$ cat src/rtl/adc_wdog_pkg.sv
package adc_wdog_pkg;
  localparam int unsigned REG_W  = 32;
  localparam int unsigned ADDR_W = 2;
  localparam int unsigned CTRL_EN_BIT  = 0;
  localparam int unsigned CTRL_SGL_BIT = 1;
  localparam int unsigned CTRL_IRQ_BIT = 2;
  localparam int unsigned CTRL_CH_LSB  = 8;

  typedef enum logic [ADDR_W-1:0] {
    ADDR_CTRL = 2'd0,
    ADDR_HIGH = 2'd1,
    ADDR_LOW  = 2'd2,
    ADDR_STAT = 2'd3
  } reg_addr_e;
endpackage

$ cat src/rtl/adc_wdog_regs.sv
module adc_wdog_regs
  import adc_wdog_pkg::*;
#(
  parameter int unsigned DATA_W = 12,
  parameter int unsigned CH_W   = 5
) (
  input  logic              clk_i,
  input  logic              rst_ni,
  input  logic              we_i,
  input  logic [ADDR_W-1:0] addr_i,
  input  logic [REG_W-1:0]  wdata_i,
  input  logic              flag_i,
  output logic [REG_W-1:0]  rdata_o,
  output logic              en_o,
  output logic              sgl_o,
  output logic              irq_en_o,
  output logic [CH_W-1:0]   chan_o,
  output logic [DATA_W-1:0] high_o,
  output logic [DATA_W-1:0] low_o,
  output logic              clr_o
);
  localparam logic [DATA_W-1:0] HIGH_RST = '1;
  localparam logic [DATA_W-1:0] LOW_RST  = '0;

  logic unused_wdata;
  assign unused_wdata = ^wdata_i;

  always_ff @(posedge clk_i or negedge rst_ni) begin
    if (!rst_ni) begin
      en_o     <= 1'b0;
      sgl_o    <= 1'b0;
      irq_en_o <= 1'b0;
      chan_o   <= '0;
      high_o   <= HIGH_RST;
      low_o    <= LOW_RST;
    end else if (we_i) begin
      unique case (reg_addr_e'(addr_i))
        ADDR_CTRL: begin
          en_o     <= wdata_i[CTRL_EN_BIT];
          sgl_o    <= wdata_i[CTRL_SGL_BIT];
          irq_en_o <= wdata_i[CTRL_IRQ_BIT];
          chan_o   <= wdata_i[CTRL_CH_LSB +: CH_W];
        end
        ADDR_HIGH: high_o <= wdata_i[DATA_W-1:0];
        ADDR_LOW:  low_o  <= wdata_i[DATA_W-1:0];
        default: ;
      endcase
    end
  end

  assign clr_o = we_i && (reg_addr_e'(addr_i) == ADDR_STAT) && wdata_i[0];

  always_comb begin
    rdata_o = '0;
    unique case (reg_addr_e'(addr_i))
      ADDR_CTRL: begin
        rdata_o[CTRL_EN_BIT]            = en_o;
        rdata_o[CTRL_SGL_BIT]           = sgl_o;
        rdata_o[CTRL_IRQ_BIT]           = irq_en_o;
        rdata_o[CTRL_CH_LSB +: CH_W]    = chan_o;
      end
      ADDR_HIGH: rdata_o[DATA_W-1:0] = high_o;
      ADDR_LOW:  rdata_o[DATA_W-1:0] = low_o;
      default:   rdata_o[0] = flag_i;
    endcase
  end

  // a threshold write leaves the other threshold untouched
  a_r2_high_keeps_low: assert property (@(posedge clk_i) disable iff (!rst_ni)
    (we_i && reg_addr_e'(addr_i) == ADDR_HIGH) |=> $stable(low_o));
  a_r2_low_keeps_high: assert property (@(posedge clk_i) disable iff (!rst_ni)
    (we_i && reg_addr_e'(addr_i) == ADDR_LOW) |=> $stable(high_o));
endmodule

$ cat src/rtl/adc_wdog_cmp.sv
module adc_wdog_cmp #(
  parameter int unsigned DATA_W = 12,
  parameter int unsigned CH_W   = 5
) (
  input  logic              valid_i,
  input  logic [DATA_W-1:0] data_i,
  input  logic [CH_W-1:0]   chan_i,
  input  logic              en_i,
  input  logic              sgl_i,
  input  logic [CH_W-1:0]   sel_chan_i,
  input  logic [DATA_W-1:0] high_i,
  input  logic [DATA_W-1:0] low_i,
  output logic              hit_o
);
  logic chan_ok, above, below;

  assign chan_ok = !sgl_i || (chan_i == sel_chan_i);
  // strict compare: equal to a bound is inside
  assign above   = data_i > high_i;
  assign below   = data_i < low_i;
  assign hit_o   = valid_i && en_i && chan_ok && (above || below);

  // in-window raw values never raise a hit
  always_comb begin
    if (valid_i && data_i <= high_i && data_i >= low_i)
      a_r3_inside_no_hit: assert (!hit_o);
  end
endmodule

$ cat src/rtl/adc_wdog_flag.sv
module adc_wdog_flag (
  input  logic clk_i,
  input  logic rst_ni,
  input  logic hit_i,
  input  logic clr_i,
  output logic flag_o
);
  always_ff @(posedge clk_i or negedge rst_ni) begin
    if (!rst_ni)     flag_o <= 1'b0;
    else if (hit_i)  flag_o <= 1'b1;  // set beats clear
    else if (clr_i)  flag_o <= 1'b0;
  end

  a_r3_hit_sets: assert property (@(posedge clk_i) disable iff (!rst_ni)
    hit_i |=> flag_o);
  a_r6_sticky: assert property (@(posedge clk_i) disable iff (!rst_ni)
    (flag_o && !clr_i) |=> flag_o);
  a_r7_clear: assert property (@(posedge clk_i) disable iff (!rst_ni)
    (clr_i && !hit_i) |=> !flag_o);
  a_r8_set_wins: assert property (@(posedge clk_i) disable iff (!rst_ni)
    (clr_i && hit_i) |=> flag_o);
  a_r3_no_spurious: assert property (@(posedge clk_i) disable iff (!rst_ni)
    (!flag_o && !hit_i) |=> !flag_o);
endmodule

$ cat src/rtl/adc_window_wdog.sv
module adc_window_wdog
  import adc_wdog_pkg::*;
#(
  parameter int unsigned DATA_W = 12,
  parameter int unsigned CH_W   = 5
) (
  input  logic              clk_i,
  input  logic              rst_ni,
  input  logic              reg_we_i,
  input  logic [ADDR_W-1:0] reg_addr_i,
  input  logic [REG_W-1:0]  reg_wdata_i,
  output logic [REG_W-1:0]  reg_rdata_o,
  input  logic              res_valid_i,
  input  logic [DATA_W-1:0] res_data_i,
  input  logic [CH_W-1:0]   res_chan_i,
  output logic              flag_o,
  output logic              irq_o
);
  logic              en, sgl, irq_en, clr, hit;
  logic [CH_W-1:0]   sel_chan;
  logic [DATA_W-1:0] high_thr, low_thr;

  adc_wdog_regs #(.DATA_W(DATA_W), .CH_W(CH_W)) i_regs (
    .clk_i    (clk_i),
    .rst_ni   (rst_ni),
    .we_i     (reg_we_i),
    .addr_i   (reg_addr_i),
    .wdata_i  (reg_wdata_i),
    .flag_i   (flag_o),
    .rdata_o  (reg_rdata_o),
    .en_o     (en),
    .sgl_o    (sgl),
    .irq_en_o (irq_en),
    .chan_o   (sel_chan),
    .high_o   (high_thr),
    .low_o    (low_thr),
    .clr_o    (clr)
  );

  adc_wdog_cmp #(.DATA_W(DATA_W), .CH_W(CH_W)) i_cmp (
    .valid_i    (res_valid_i),
    .data_i     (res_data_i),
    .chan_i     (res_chan_i),
    .en_i       (en),
    .sgl_i      (sgl),
    .sel_chan_i (sel_chan),
    .high_i     (high_thr),
    .low_i      (low_thr),
    .hit_o      (hit)
  );

  adc_wdog_flag i_flag (
    .clk_i  (clk_i),
    .rst_ni (rst_ni),
    .hit_i  (hit),
    .clr_i  (clr),
    .flag_o (flag_o)
  );

  assign irq_o = flag_o && irq_en;

  a_r4_disabled_quiet: assert property (@(posedge clk_i) disable iff (!rst_ni)
    (!en && !flag_o) |=> !flag_o);
  a_r5_masked_chan_quiet: assert property (@(posedge clk_i) disable iff (!rst_ni)
    (sgl && res_chan_i != sel_chan && !flag_o) |=> !flag_o);
  a_r9_irq_needs_flag: assert property (@(posedge clk_i) disable iff (!rst_ni)
    irq_o |-> flag_o);
endmodule

$ cat config.mk
export PLATFORM = sky130hd
export DESIGN_NAME = adc_window_wdog
export DESIGN_NICKNAME = d
export VERILOG_FILES = /design/src/rtl/adc_wdog_pkg.sv /design/src/rtl/adc_wdog_regs.sv /design/src/rtl/adc_wdog_cmp.sv /design/src/rtl/adc_wdog_flag.sv /design/src/rtl/adc_window_wdog.sv
export SDC_FILE = /design/constraint.sdc
export NUM_CORES = 1
export LEC_CHECK = 0
export BUFFER_PORTS_ARGS = -buffer_cell sky130_fd_sc_hd__clkbuf_2
export CAP_MARGIN = 20
export CORE_MARGIN = 2
export CORE_UTILIZATION = 53
export CTS_CLUSTER_DIAMETER = 120
export CTS_CLUSTER_SIZE = 8
export DETAILED_ROUTE_END_ITERATION = 7
export PLACE_DENSITY = 0.87
export RECOVER_POWER = 100
export SLEW_MARGIN = 40
export SYNTH_ARGS = -nofsm -noshare
export SYNTH_HDL_FRONTEND = slang
export SYNTH_SLANG_ARGS = --single-unit
export TNS_END_PERCENT = 50
$ cat constraint.sdc
create_clock -name clk_i -period 5.9 [get_ports clk_i]
set_clock_uncertainty 0.2 [all_clocks]
set_input_delay 0.59 -clock clk_i [delete_from_list [all_inputs] [get_ports clk_i]]
set_output_delay 0.59 -clock clk_i [all_outputs]
set_load 0.01 [all_outputs]
==> metrics.md, run 1 <==
| Metric | Value |
|---|---|
| Worst Tran Pin Value | about 1.7 ns |
| Power per Cell Area | between 200 and 300 mW/mm² |
| Int Pwr | 0.476 mW |
| Final design instance area without fill | 0.00258 mm² |
| Initial antenna violation count | 0 |
| Filler cell count | 344 |
| Synth Flop Type | dfrtp_1 |
| Critical path data arrival time | around 1.9 ns |
| Crit path largest cell delay | roughly 0.4 ns |
| Sequential share of power | around 45% |
| Pre-CTS setup slack | 3.30 ns |
| Area grow syn2layout | 11.8% |
| Leak pwr | 1.27 nW |
| Hold path depth | 1 |
| Die Width | 70.0 µm |
| Die height | 70.0 µm |
| Max Root-Sink Buffers | 2 |
| Clock sinks | 33 |
| Critical Path Most Common Cell | clkbuf_1 |
| WL final | roughly 4800 µm |
| Layout cells sized above 1 | 32.1% |
| 1st-iter DRT viols | 101 |
| Post-synthesis register bit count | 33 |
| RSZ-0062 raised after global routing | no |
| Final worst-path setup slack | 3.23 ns |
| Vias in the first global route | 1636 |
| HPWL after DPL | 3680 µm |
| Worst Hold Endpoint | i_regs.low_o[4] |
| Clock Power Share | around 23% |
| Area share of the largest cell type after synthesis | 22.8% |
| Seq/Total Area, Yosys | between 30% and 40% |
| Reg2Reg Launch Point | i_regs.high_o[7] |
| Synth top area cells | dfrtp_1 (23%), mux2_2 (16%), ha_1 (15%), dfstp_2 (14%), buf_4 (6.2%) |
| Max transition margin | -14.3% |
| Finished Layout Cells | around 320 |
| CTS tree | done |
| 1st-pass router iterations | 5 |
| Routed Antenna Nets | 0 |
| Final setup TNS | 0 ns |
| Peak supply drop | 0.000151 V |
| Largest net degree at the start of global routing | 34 |
| Final Hold Fails | 0 |
| DRC violations left | 0 |
| Drt wl/cell | 15.1 µm |
| IO Count | just under 90 |
| Failing checks | max-capacitance violations, max-slew violations |
| Clock root buffer | clkbuf_8 |
| Die Area | 0.00490 mm² |
| First-pass GRT wire length | between 7000 and 8000 µm |
| EDFF count, synth | 0 |
| Placed Area | 0.00252 mm² |
| Vias | 1734 |
| Max Freq | 375 MHz |
| CP Buf/Inv Count | 3 |
| Min Tclk post-route | between 2 and 3 ns |
| R2R Setup Slk | 3.82 ns |
| YS warnings | 0 |
| Crit path launch | reg_addr_i[0] |
| Final Setup Violations | 0 |
| Worst-skew pair later-pin latency | ~0.29 ns |
| CP Class | primary input to primary output |
| Maxcap violations | 1 |
| Count of input and output buffers | 50 |
| Worst min path class | register to register |
| CP required | 5.11 ns |
| Post-CTS sizing | 0 |
| NetSw | around 0.24 mW |
| Setup bufs post-CTS | 0 |
| Async set-reset flop share out of synthesis | 100% |
| GRT Overall Usage | 20.3% |
| Post-Syn Area per Cell | about 11 µm² |
| Status | finished with violations |
| H-tree levels | 2 |
| Cells after DPL | 310 |
| R2r endpoint | i_flag.flag_o |
| Cell Rows | 23 |
| Placer congestion estimate | roughly 0.80 |
| Synth unique cells | 35 |
| Crit-path max FO | 13 |
| Vias/cell | approximately 5.5 |
| Hold path start | i_regs.low_o[4] |
| Slowest stage cell, crit path | ha_1 |
| CTS buffer count | 5 |
| Combinational Power Share | 31.8% |
| Cell depth of the worst flop-to-flop path | 8 |
| Nets | 349 |
| Reg area | 841 µm² |
| Sw frac | approximately 33% |
| Critical path, cell by cell | clkbuf_1 > inv_1 > ha_1 > a222oi_1 > mux2i_1 > clkbuf_1 |
| CP top delay family | adder cells |
| Grt ovf | 0 |
| Initial Util | a little under three fifths |
| Element type at the critical path start | primary input |
| Slew Limit Fails | 34 |
| Core ar. | 0.00409 mm² |
| Number of antenna diodes | 0 |
| Period utilisation layout | between 40% and 50% |
| Synthesized cell area | between 0.002 and 0.0025 mm² |
| Critical path capture point type | primary output |
| Post-CTS Hold Buffers | 0 |
| Post-Synthesis Cells | around 220 |
| Multi-input logic area | 0.00126 mm² |
| Register clock-pin slew on the reported worst setup and hold paths | 0.07 ns |
| Area leader, netlist | dfrtp_1 |
[worst max-delay path by stage]
stage                           endpoint  depth (start not counted)
after floorplan           reg_rdata_o[0]                          5
after global placement    reg_rdata_o[0]                          6
after detailed placement  reg_rdata_o[0]                          6
after CTS                 reg_rdata_o[0]                          6
after global routing      reg_rdata_o[0]                          6
final                     reg_rdata_o[0]                          6
[area by class of cell]
| class | instances | area share, % |
|---|---|---|
| Timing Repair Buffer | 50 | 8.87 |
| Inverter | 27 | 3.93 |
| Clock inverter | 2 | 0.388 |
| Multi-Input combinational cell | 150 | 49.0 |
| Clock buffer | 6 | 2.81 |
| Tap cell | 50 | 2.42 |
| Sequential cell | 33 | 32.6 |
[flip-flops by register name (all words and copies together) (netlist names)]
| signal | flops |
|---|---|
| i_regs.chan_o | 5 |
| i_regs.irq_en_o | 1 |
| i_regs.en_o | 1 |
| i_regs.sgl_o | 1 |
| i_flag.flag_o | 1 |
| i_regs.low_o | 12 |
| i_regs.high_o | 12 |
[synthesized netlist by cell type, types with 2 or more instances]
| cell type | n |
|---|---|
| a22oi_1 | 5 |
| nor2b_1 | 6 |
| nor2_1 | 8 |
| dfrtp_1 | 21 |
| xnor2_1 | 3 |
| and2_1 | 2 |
| a222oi_1 | 7 |
| nand2b_1 | 2 |
| clkbuf_1 | 3 |
| ha_1 | 27 |
| a21o_1 | 2 |
| buf_2 | 3 |
| a211oi_2 | 2 |
| nand2_1 | 6 |
| mux2_2 | 32 |
| a21oi_1 | 6 |
| nand4_1 | 3 |
| nand3_1 | 5 |
| buf_4 | 19 |
| xor2_1 | 2 |
| o21ai_0 | 2 |
| dfstp_2 | 12 |
| inv_1 | 27 |
[per-layer routing]
| metal | share of wire (%) | vias to the layer above | global-route usage [%] |
|---|---|---|---|
| met2 | 48 | 85 | 32.5 |
| met4 | 0.13 | 0 | 6.20 |
| met1 | 44 | 817 | 27.7 |
| met5 | 0 | - | 0 |
| met3 | 7.4 | 2 | 4.18 |
| li1 | - | 830 | - |
[worst register-to-register path, stage by stage (launching register included)]
cell and delay (ns):
dfstp_1 0.53, inv_1 0.05, ha_1 0.30, a41oi_1 0.19, o21ai_0 0.10, a221oi_1 0.29
nand2b_1 0.08, o21ai_0 0.10, a31oi_1 0.11
[power groups by stage]
stage / Sequential [mW] / Clock, mW / Combinational (mW)
final: 0.323 / 0.166 / 0.227
after global routing: 0.329 / 0.180 / 0.256
after CTS: 0.323 / 0.169 / 0.233
after detailed placement: 0.326 / 0 / 0.232
after global placement: 0.324 / 0 / 0.221
after floorplan: 0.314 / 0 / 0.174
[through the flow]
stage,power (mW),hold WS [ns],utilization [%]
after floorplan,0.488,0.0944,-
after global placement,0.545,0.315,61.7
after detailed placement,0.558,0.323,61.7
after CTS,0.724,0.206,63.7
after global routing,0.765,0.333,63.2
final,0.716,0.338,63.2
[cell usage in the layout (no fill, tap or decap), drive strengths merged, types with 2 or more instances in the layout]
cell type,n
clkbuf,56
mux2,32
inv,27
ha,27
dfrtp,21
conb,19
dfstp,12
nor2,8
a222oi,7
nor2b,6
nand2,6
a21oi,6
a22oi,5
nand3,5
nand4,3
xnor2,3
o21ai,3
nand2b,2
a211oi,2
a21o,2
xor2,2
clkinv,2
and2,2
[logic make-up (layout without fill, tap and decap cells)]
group,count (synthesis),in the layout,share of synthesized area (%)
multiplexers,33,33,16.0
AND/OR/NAND/NOR,34,34,7.53
other,1,19,0.162
AO/OA/AOI/OAI,32,32,11.6
buffers and inverters,52,85,11.7
XOR/XNOR,5,5,1.90
adder cells (fa/ha/maj),27,27,14.6
flip-flops,33,33,36.4
Note: power is estimated with default switching activity, not from simulation.
==> inputs of run 2 (changes only) <==
- CORE_UTILIZATION: 53 -> 49
- PLACE_DENSITY: 0.87 -> 0.81
- clock period: 5.9 -> 2.56 ns (I/O delays scaled with it)
==> run 2 against run 1 <==
  * The flow now finishes without violations
  * Via count up 0.17%
  * Cell area up 1.8%
  * Flip-flop and latch count unchanged
  * Clock power up 140%
  * Combinational power up 130%
  * Non-clock buffer count up 6
  * Register-to-register slack worse by 3.4 ns
  * Clock-buffer cell count up 2
  * Critical endpoint is now i_flag.flag_o
==> metrics.md, run 2 (synthesized netlist as in run 1, its figures left out) <==
| Metric | Value |
|---|---|
| Status | finished, final reports clean |
| HPWL after DPL | between 3000 and 4000 µm |
| Power per Cell Area | 637 mW/mm² |
| First-pass GRT wire length | 8050 µm |
| Most frequent cells in the layout | clkbuf_2 (34), mux2_2 (31), inv_1 (27), ha_1 (27), clkbuf_1 (22) |
| Filler cell count | 405 |
| Reg area | 841 µm² |
| Sequential share of power | 44.5% |
| CP required | 2.52 ns |
| Worst Tran Pin Value | 0.804 ns |
| Initial Util | slightly above 50% |
| Routed Antenna Nets | 0 |
| Vias | 1737 |
| Die Width | 72.6 µm |
| Number of antenna diodes | 0 |
| Crit path largest cell delay | 0.55 ns |
| Final Hold Fails | 0 |
| Die height | between 70 and 80 µm |
| Leak pwr | approximately 1.3 nW |
| DRC violations left | 0 |
| Slowest stage cell, crit path | dfstp_1 |
| Critical path capture point type | register |
| CP Buf/Inv Count | 1 |
| CTS buffer count | 5 |
| Cell depth of the worst flop-to-flop path | 8 |
| Vias/cell | between 5 and 6 |
| Hold path depth | 2 |
| Worst-skew pair later-pin latency | 0.29 ns |
| Max transition margin | 46.4% |
| Int Pwr | 1.13 mW |
| Setup bufs post-CTS | 0 |
| R2R Setup Slk | 0.39 ns |
| Crit-path max FO | 3 |
| Most common cell after layout, fill and taps aside | clkbuf_2 |
| Post-CTS Hold Buffers | 2 |
| Worst min path class | primary input to register |
| Clock sinks | 33 |
| Crit path depth | 8 |
| Die Area | 0.00528 mm² |
| Final setup TNS | 0 ns |
| CP Class | register to register |
| Register clock-pin slew on the reported worst setup and hold paths | 0.07 ns |
| Largest net degree at the start of global routing | 34 |
| Combinational Power Share | 31.4% |
| Clock Power Share | approximately a quarter |
| Vias in the first global route | 1760 |
| Period utilisation layout | 84.8% |
| Layout cells sized above 1 | between 30% and 40% |
| Max Root-Sink Buffers | 2 |
| Multi-input logic area | approximately 0.0013 mm² |
| H-tree levels | 2 |
| Clock root buffer | clkbuf_8 |
| 1st-iter DRT viols | a little under 90 |
| Maxcap violations | 0 |
| Element type at the critical path start | register |
| Count of input and output buffers | 50 |
| Post-CTS sizing | 0 |
| Met2 usage | 33.4% |
| NetSw | 0.543 mW |
| Critical Path Most Common Cell | o21ai_0 |
| 1st-pass router iterations | 5 |
| Met1 Usage GRT | 26.3% |
| WL final | 4830 µm |
| CTS tree | done |
| Final Setup Violations | 0 |
| Placer congestion estimate | 0.829 |
| Critical path, cell by cell | inv_1 > ha_1 > a41oi_1 > o21ai_0 > a221oi_1 > nand2b_1 > o21ai_0 > a31oi_1 |
| Sw frac | 32.4% |
| Core ar. | 0.00444 mm² |
| GR peak layer | met2 |
| Area grow syn2layout | 13.8% |
| RSZ-0062 raised after global routing | no |
| Drt wl/cell | 14.8 µm |
| Peak supply drop | 0.000316 V |
| Grt ovf | 0 |
| IO Count | 89 |
| Slew Limit Fails | 0 |
| Max Freq | roughly 460 MHz |
| Nets | between 300 and 400 |
| GRT Overall Usage | between 20% and 30% |
| Initial antenna violation count | 0 |
| Top flop regs | i_regs.high_o (12), i_regs.low_o (12), i_regs.chan_o (5) |
| Critical path data arrival time | 2.14 ns |
| Fin util | 59.1% |
| GR Layer Usage met3 | under 10% |
| Cell Rows | 24 |
| CP top delay family | compound AO/OA/AOI/OAI gates |
| Min Tclk post-route | 2.17 ns |
-- run 2: cell count changes in the layout (fill, tap and decap cells not counted) --
cell	change
clkbuf_1	+4
clkinv_2	-2
dlygate4sd3_1	+2
clkbuf_2	+1
clkbuf_8	+1
mux2_1	+1
mux2_2	-1
-- run 2: path summary, 6_finish.rpt --
path,end,from
min in group asynchronous,i_regs.chan_o[4],rst_ni
max in group asynchronous,i_regs.chan_o[1],rst_ni
min reg2reg,i_regs.low_o[5],i_regs.low_o[5]
min,i_regs.high_o[5],reg_wdata_i[5]
max reg2reg,i_flag.flag_o,i_regs.high_o[7]
max,i_flag.flag_o,i_regs.high_o[7]
-- run 2: metal layers --
metal	routed length (µm)	up-vias
li1	-	836
met1	2130	823
met2	2360	72
met3	296	6
met4	48	0
met5	0	-
-- run 2: through the flow --
stage	area, µm²	hold slack, ns	setup WS [ns]	std cells	power, mW
6_report	2630	0.00646	0.388	326	1.67
5_1_grt	2630	-0.00262	0.234	326	1.80
3_5_place_dp	2550	0.186	0.401	316	1.29
3_3_place_gp	2550	0.181	0.510	316	1.27
2_1_floorplan	2380	-0.240	0.628	235	1.12
4_1_cts	2660	0.00662	0.389	326	1.71
-- run 2: area by class of cell --
class	instances	area share, %
sequential	33	32.0
timing repair buffer	56	10.1
inverter	27	3.86
tap	52	2.48
clock buffer	8	3.43
multi-input combinational	150	48.1
-- run 2: power groups by stage --
stage               registers, mW  clock network, mW  logic [mW]
floorplan                   0.723                  0       0.400
global placement            0.747                  0       0.518
detailed placement          0.753                  0       0.540
CTS                         0.745              0.417       0.545
global route                0.761              0.444       0.599
finish                      0.745              0.404       0.525
-- run 2: worst reg2reg max path: cells and delay by family, from the launching register on --
| family | cells | cell delay, ns |
|---|---|---|
| fa+ha+maj | 1 | 0.30 |
| buf+inv | 1 | 0.05 |
| flops | 1 | 0.55 |
| compound gates | 5 | 0.88 |
| simple gates | 1 | 0.08 |
